### src/rtl/cell_framer.sv
module cell_framer #(
  parameter int CELL_BYTES = 53,
  parameter int GEN_PERIOD = 1023
) (
  input  logic       clk,
  input  logic       rst_n,
  input  logic       cell_avail,
  input  logic [7:0] cell_byte,
  input  logic       sync_pulse,
  output logic       cell_start,
  output logic       byte_rd,
  output logic       out_valid,
  output logic [3:0] out_nib,
  output logic       out_esc,
  output logic       out_cmd
);
  localparam int BW = $clog2(CELL_BYTES);
  localparam int GW = $clog2(GEN_PERIOD + 1);

  typedef enum logic [2:0] {S_IDLE, S_CMD_HI, S_CMD_LO, S_DATA_HI, S_DATA_LO} st_t;
  typedef enum logic [1:0] {K_SOC_RST, K_SOC, K_MARK} kind_t;

  st_t           st, st_nx;
  kind_t         kind, kind_nx;
  logic          in_cell, in_cell_nx;
  logic [BW-1:0] byte_cnt, byte_cnt_nx;
  logic [GW-1:0] gen_cnt, gen_nx;
  logic          sync_pend, sync_pend_nx;

  wire boundary  = (st == S_IDLE) || (st == S_CMD_LO) || (st == S_DATA_LO);
  wire sync_req  = sync_pulse | sync_pend;
  wire last_byte = byte_cnt == BW'(CELL_BYTES - 1);
  wire soc_end   = (st == S_CMD_LO) && (kind != K_MARK);

  assign out_valid  = st != S_IDLE;
  assign out_cmd    = (st == S_CMD_HI) || (st == S_CMD_LO);
  assign out_esc    = (st == S_CMD_HI) || (st == S_CMD_LO && kind == K_SOC_RST);
  assign cell_start = (st == S_CMD_HI) && (kind != K_MARK);
  assign byte_rd    = st == S_DATA_LO;

  always_comb begin
    case (st)
      S_DATA_HI: out_nib = cell_byte[7:4];
      S_DATA_LO: out_nib = cell_byte[3:0];
      S_CMD_LO:  out_nib = (kind == K_SOC) ? 4'd4 : (kind == K_MARK) ? 4'd8 : 4'd0;
      default:   out_nib = 4'd0;
    endcase
  end

  always_comb begin
    in_cell_nx  = in_cell;
    byte_cnt_nx = byte_cnt;
    if (soc_end) begin
      in_cell_nx  = 1'b1;
      byte_cnt_nx = '0;
    end else if (st == S_DATA_LO) begin
      byte_cnt_nx = byte_cnt + 1'b1;
      if (last_byte) in_cell_nx = 1'b0;
    end
  end

  always_comb begin
    if (st == S_CMD_LO && kind == K_SOC_RST) gen_nx = '0;
    else if (out_valid && gen_cnt != GW'(GEN_PERIOD)) gen_nx = gen_cnt + 1'b1;
    else gen_nx = gen_cnt;
  end

  always_comb begin
    st_nx        = st;
    kind_nx      = kind;
    sync_pend_nx = sync_pend | sync_pulse;
    if (st == S_CMD_HI) st_nx = S_CMD_LO;
    else if (st == S_DATA_HI) st_nx = S_DATA_LO;
    else if (boundary) begin
      if (sync_req) begin
        st_nx        = S_CMD_HI;
        kind_nx      = K_MARK;
        sync_pend_nx = 1'b0;
      end else if (in_cell_nx) begin
        st_nx = S_DATA_HI;
      end else if (cell_avail) begin
        st_nx   = S_CMD_HI;
        kind_nx = (gen_nx >= GW'(GEN_PERIOD)) ? K_SOC_RST : K_SOC;
      end else begin
        st_nx = S_IDLE;
      end
    end
  end

  always_ff @(posedge clk or negedge rst_n) begin
    if (!rst_n) begin
      st        <= S_IDLE;
      kind      <= K_SOC;
      in_cell   <= 1'b0;
      byte_cnt  <= '0;
      gen_cnt   <= GW'(GEN_PERIOD);
      sync_pend <= 1'b0;
    end else begin
      st        <= st_nx;
      kind      <= kind_nx;
      in_cell   <= in_cell_nx;
      byte_cnt  <= byte_cnt_nx;
      gen_cnt   <= gen_nx;
      sync_pend <= sync_pend_nx;
    end
  end

  assert_cmd_pair_R2: assert property (@(posedge clk) disable iff (!rst_n)
    (out_valid && out_cmd && !out_esc) |-> $past(out_valid && out_cmd && out_esc));

  assert_rd_on_data_R2: assert property (@(posedge clk) disable iff (!rst_n)
    byte_rd |-> (out_valid && !out_cmd));

  assert_marker_from_idle_R5: assert property (@(posedge clk) disable iff (!rst_n)
    (sync_pulse && !out_valid && !sync_pend) |=> (out_esc && out_cmd && !cell_start));

  assert_start_needs_cell_R8: assert property (@(posedge clk) disable iff (!rst_n)
    cell_start |-> cell_avail);

  assert_esc_tag_R10: assert property (@(posedge clk) disable iff (!rst_n)
    out_esc |-> (out_cmd && out_valid && out_nib == 4'd0));
endmodule

### config.mk
export PLATFORM = sky130hd
export DESIGN_NAME = cell_framer
export DESIGN_NICKNAME = d
export VERILOG_FILES = /design/src/rtl/cell_framer.sv
export SDC_FILE = /design/constraint.sdc
export NUM_CORES = 1
export LEC_CHECK = 0
export ABC_AREA = 1
export BUFFER_PORTS_ARGS = -buffer_cell sky130_fd_sc_hd__buf_4
export CAP_MARGIN = 20
export CORE_MARGIN = 2
export CORE_UTILIZATION = 56
export DETAILED_ROUTE_END_ITERATION = 12
export GPL_ROUTABILITY_DRIVEN = 1
export GPL_TIMING_DRIVEN = 0
export PLACE_DENSITY = 0.78
export SLEW_MARGIN = 20
export SYNTH_ARGS = -nofsm -noshare
export SYNTH_HDL_FRONTEND = slang
export SYNTH_SLANG_ARGS = --single-unit
### constraint.sdc
create_clock -name clk -period 2 [get_ports clk]
set_input_delay 0 -clock clk [delete_from_list [all_inputs] [get_ports clk]]
set_output_delay 0 -clock clk [all_outputs]
set_load 0.02 [all_outputs]
==> reports/results.env <==
STATUS='completed'
INSERTEDDIODECOUNT=0
CLOCK_TREE_FROM_TRITONCTS='built'
MAXSLEWHEADROOM_PCT=72.1
CRIT_TOP_CELL='sky130_fd_sc_hd__nand2_1'
SETUP_VIOLATIONS=0
GRT_START_MAX_NET_PINS=24
FINAL_UTIL_PCT=70.4
TRITONCTS.NUM_BUFFERS=3
PLACEMENT_ROWS=18
PLACE.GP.CONGESTION=0.847
HOLD_VIOLATIONS=0
CRITPATHLAUNCH='gen_cnt[0]'
NETLIST_INSTANCES=193
ANTENNA_FOUND_INITIAL=0
ROOT_BUFFER_SELECTED_BY_CTS='sky130_fd_sc_hd__clkbuf_4'
VDD_IR_DROP_MAX_uV=1090
DPL_CELL_AREA_UM2=1660
DIE_W_UM=55.3
POWER_DENSITY_nW_PER_UM2=1520
REGTOREGENDPOINT='kind[0]'
ARRIVAL_NS=2.19
YS_ASYNC_SR_FRACTION_PCT=100
LAYOUT_FILLER_CELL_COUNT=213
CLKSLEWWORSTSETUPHOLDPATHS_NS=0.12
POST_LAYOUT_NONFILLER_INSTANCES=251
CRIT_PATH_END_KIND='register'
DETAILEDROUTE.FIRSTPASSITERATIONCOUNT=4
SEQUENTIAL_SHARE_OF_THE_SYNTHESIZED_AREA_PCT=39.9
DRT_FIRST_ITER_VIOLATIONS=32
CLOCK_TREE.HTREE_LEVEL_COUNT=1
FINALHOLDWORSTSLACK_NS=0.0981
SYN-CELL-AREA_UM2=1480
CLK_PATH_BUF_DEPTH=2
POWER.LEAKAGE_nW=0.878
WORSTPATHREQUIRED_NS=2.26
FINAL_NET_COUNT=237
WORSTREG2REGSTART='gen_cnt[0]'
REG2REG_SETUP_SLACK_NS=0.07
CP_CELL_SEQUENCE='ha_4 > nand2_2 > nor2_4 > nand3_4 > nand2_8 > o21ai_1 > nand3b_1 > nor2_1 > nand2_1 > nand2_1 > nand2_1'
SYNTH-MAIN-FF-CELL='sky130_fd_sc_hd__dfrtp_1'
WORST_CLOCK_SKEW_NS=0.00357
YS_SEQ_ELEMENTS=23
SYNTH_TOP_FAMILY_BY_AREA='simple AND/OR/NAND/NOR gates'
IO_BUFFER_COUNT=20
CELL_TYPE_WITH_THE_LARGEST_TOTAL_AREA_AFTER_SYNTHESIS='sky130_fd_sc_hd__dfrtp_1'
SLOWEST_STAGE='sky130_fd_sc_hd__dfstp_2'
DETAIL_ROUTE.WIRELENGTH_MM=2.99
NETLIST.AREA_LEADER.SHARE_PCT=20.3
COUNT_OF_CELLS_ALONG_THE_WORST_REGISTER_TO_REGISTER_PATH=11
PERIOD_SHARE_PCT=96.6
CTS.SINK_COUNT=23
CRITPATHTOPFAMILY='simple AND/OR/NAND/NOR gates'
SYNTH_COMPOUND_GATE_AREA_SHARE_PCT=10.3
CRITPATHKIND='register to register'
GRT_USAGE_PCT=20.2
TIMING.CRITICAL_PATH.BUF_INV=0
CRITICAL-PATH-MAX-STAGE-DELAY_NS=0.59
POSTSYNTHAREAPERCELL_UM2=7.65
MAX_FREQ_MHz=517
CORE-AREA_UM2=2480
FINAL_MAX_SLEW_VIOLS=0
AREA.GROWTH.SYNTH_TO_FINAL_PCT=18.1
TIGHTESTPINTRANSITION_NS=0.415
SYNTH_ENABLE_FLOP_CELLS=0
GRT_PASS1_WL_MM=4.98
WORST_SKEW_PAIR.LATE_LATENCY_NS=0.31
FP.DIEH_UM=55.3
POST_SYNTH_XOR_XNOR_AREA_PCT=0.593
YOSYS_CELL_TYPES=33
MAXCAPVIOLATIONS=0
CRITICAL_PATH.STARTPOINT_TYPE='register'
LAST_ELEMENT_OF_THE_CRITICAL_PATH='kind[0]'
FLOORPLAN.INITIALDENSITY_PCT=59.6
DRC_ERRORS=0
SYNTH.MUX.AREA_FRACTION_PCT=0
POST_SYNTH_AND_OR_NAND_NOR_AREA_FRACTION_PCT=36.9
FIRST_GLOBAL_VIAS=1192
ROUTE.DETAILED.WL_PER_INST_UM=11.9
FINAL_LAYOUT_SIZE_SUFFIX_GT1_SHARE_PCT=28.5
FLOORPLAN.DIE_AREA_UM2=3060
HOLD_PATH_CLASS='input port to async pin'
GRT_OVERFLOW_TOTAL=0
SYNTHADDERAREAFRAC_PCT=2.54
POST-ROUTE-MIN-PERIOD_NS=1.93
DETAIL_ROUTE.VIAS_PER_CELL=5.14
CRIT_PATH_MAX_FANOUT=9
SYN-NUM-NETS=208
DRTANTENNAVIOLNETS=0
CRITICAL_PATH_CELL_COUNT=11
IOS=21
YOSYSWARNINGS=0
DPL.CELL_COUNT=243
LAYOUT.CELL_AREA.NON_FILLER_UM2=1740
DP.FINAL_HPWL_MM=2.32
TOP_CELLS_BY_AREA_SYNTH='sky130_fd_sc_hd__dfrtp_1, sky130_fd_sc_hd__dfstp_2, sky130_fd_sc_hd__nand2_1, sky130_fd_sc_hd__inv_1, sky130_fd_sc_hd__nand3_1'
NUMBER_OF_VIAS_IN_THE_ROUTED_LAYOUT=1289
-- area by class of cell --
cell class | count | area [µm²] | share of cell area [%]
repair buffers | 24 | 188 | 10.8
multi-input cells | 132 | 757 | 43.4
clock buffers | 4 | 26.3 | 1.51
well taps | 30 | 37.5 | 2.15
inverters | 38 | 145 | 8.33
flip-flops and latches | 23 | 589 | 33.8
-- placed cells by master, fill, tap and decap left out, types with 3 or more instances in the layout --
master                          netlist  layout
sky130_fd_sc_hd__dlygate4sd3_1        0       3
sky130_fd_sc_hd__a21oi_1              6       6
sky130_fd_sc_hd__inv_1               32      32
sky130_fd_sc_hd__dfstp_2             11      11
sky130_fd_sc_hd__nor2_4               3       3
sky130_fd_sc_hd__nor2_2               6       7
sky130_fd_sc_hd__nand3_1             16      16
sky130_fd_sc_hd__dfrtp_1             12      12
sky130_fd_sc_hd__nor3_1               5       5
sky130_fd_sc_hd__nand2_1             44      44
sky130_fd_sc_hd__nor2_1              16      15
sky130_fd_sc_hd__buf_4                0      21
sky130_fd_sc_hd__inv_2                5       5
sky130_fd_sc_hd__nand4_1              4       4
sky130_fd_sc_hd__o21ai_0              7       7
sky130_fd_sc_hd__clkbuf_4             0       3
-- routing by layer --
| layer | vias up | wire length [µm] | track usage [%] | share of wire [%] |
|---|---|---|---|---|
| met5 | - | 0 | 0 | 0 |
| met4 | 0 | 63 | 8.71 | 2.1 |
| met3 | 7 | 90 | 2.58 | 3.0 |
| met2 | 28 | 1490 | 33.8 | 50 |
| met1 | 584 | 1340 | 26.0 | 45 |
| li1 | 670 | - | - | - |
-- cells in the mapped netlist (all sizes together), types with 2 or more instances --
library cell	n
a21oi	7
a22o	2
dfrtp	12
dfstp	11
ha	3
inv	38
nand2	48
nand3	19
nand4	4
nor2	25
nor3	6
o21ai	10
-- timing repair --
| action | in CTS | in global routing |
|---|---|---|
| gates resized for setup | 0 | 3 |
| buffers inserted | 0 | 1 |
| hold endpoints to repair | 26 | 0 |
| endpoints found under the setup margin | 0 | 1 |
| hold buffers | 3 | 0 |
-- registers in the layout, indices dropped and copies added, names as in the netlist --
name,flops
byte_cnt,6
gen_cnt,10
in_cell,1
kind,2
st,3
sync_pend,1
-- worst min-delay path by stage --
stage                     start          end  slack [ns]  cells after the start
after global routing      rst_n  byte_cnt[5]        0.13                      2
after floorplan           rst_n  byte_cnt[0]       -0.30                      0
after detailed placement  rst_n  byte_cnt[4]       -0.09                      1
after CTS                 rst_n        st[0]        0.11                      2
after global placement    rst_n  byte_cnt[4]       -0.09                      1
final                     rst_n  byte_cnt[4]         0.1                      2
-- through the flow --
step	total power [mW]	TNS [ns]	setup slack [ns]
after floorplan	2.00	0	0.291
after global placement	2.32	0	0.102
after detailed placement	2.39	0	0.0356
after CTS	2.61	0	0.0203
after global routing	2.89	-0.00193	-0.00193
final	2.66	0	0.0673
-- power by group --
group | switching, mW | internal [mW] | leakage, nW
combinational | 0.911 | 0.563 | 0.604
sequential | 0.216 | 0.751 | 0.259
clock | 0.139 | 0.0780 | 0.0150
-- cell families (layout without fill, tap and decap cells) --
group / count (synthesis) / count (layout)
and+or+nand+nor: 105 / 105
buffers and inverters: 38 / 66
AOI/OAI and AO/OA: 23 / 23
DFF: 23 / 23
adders and majority gates: 3 / 3
xor gates and xnor gates: 1 / 1
Power figures use the tool's default switching activity.
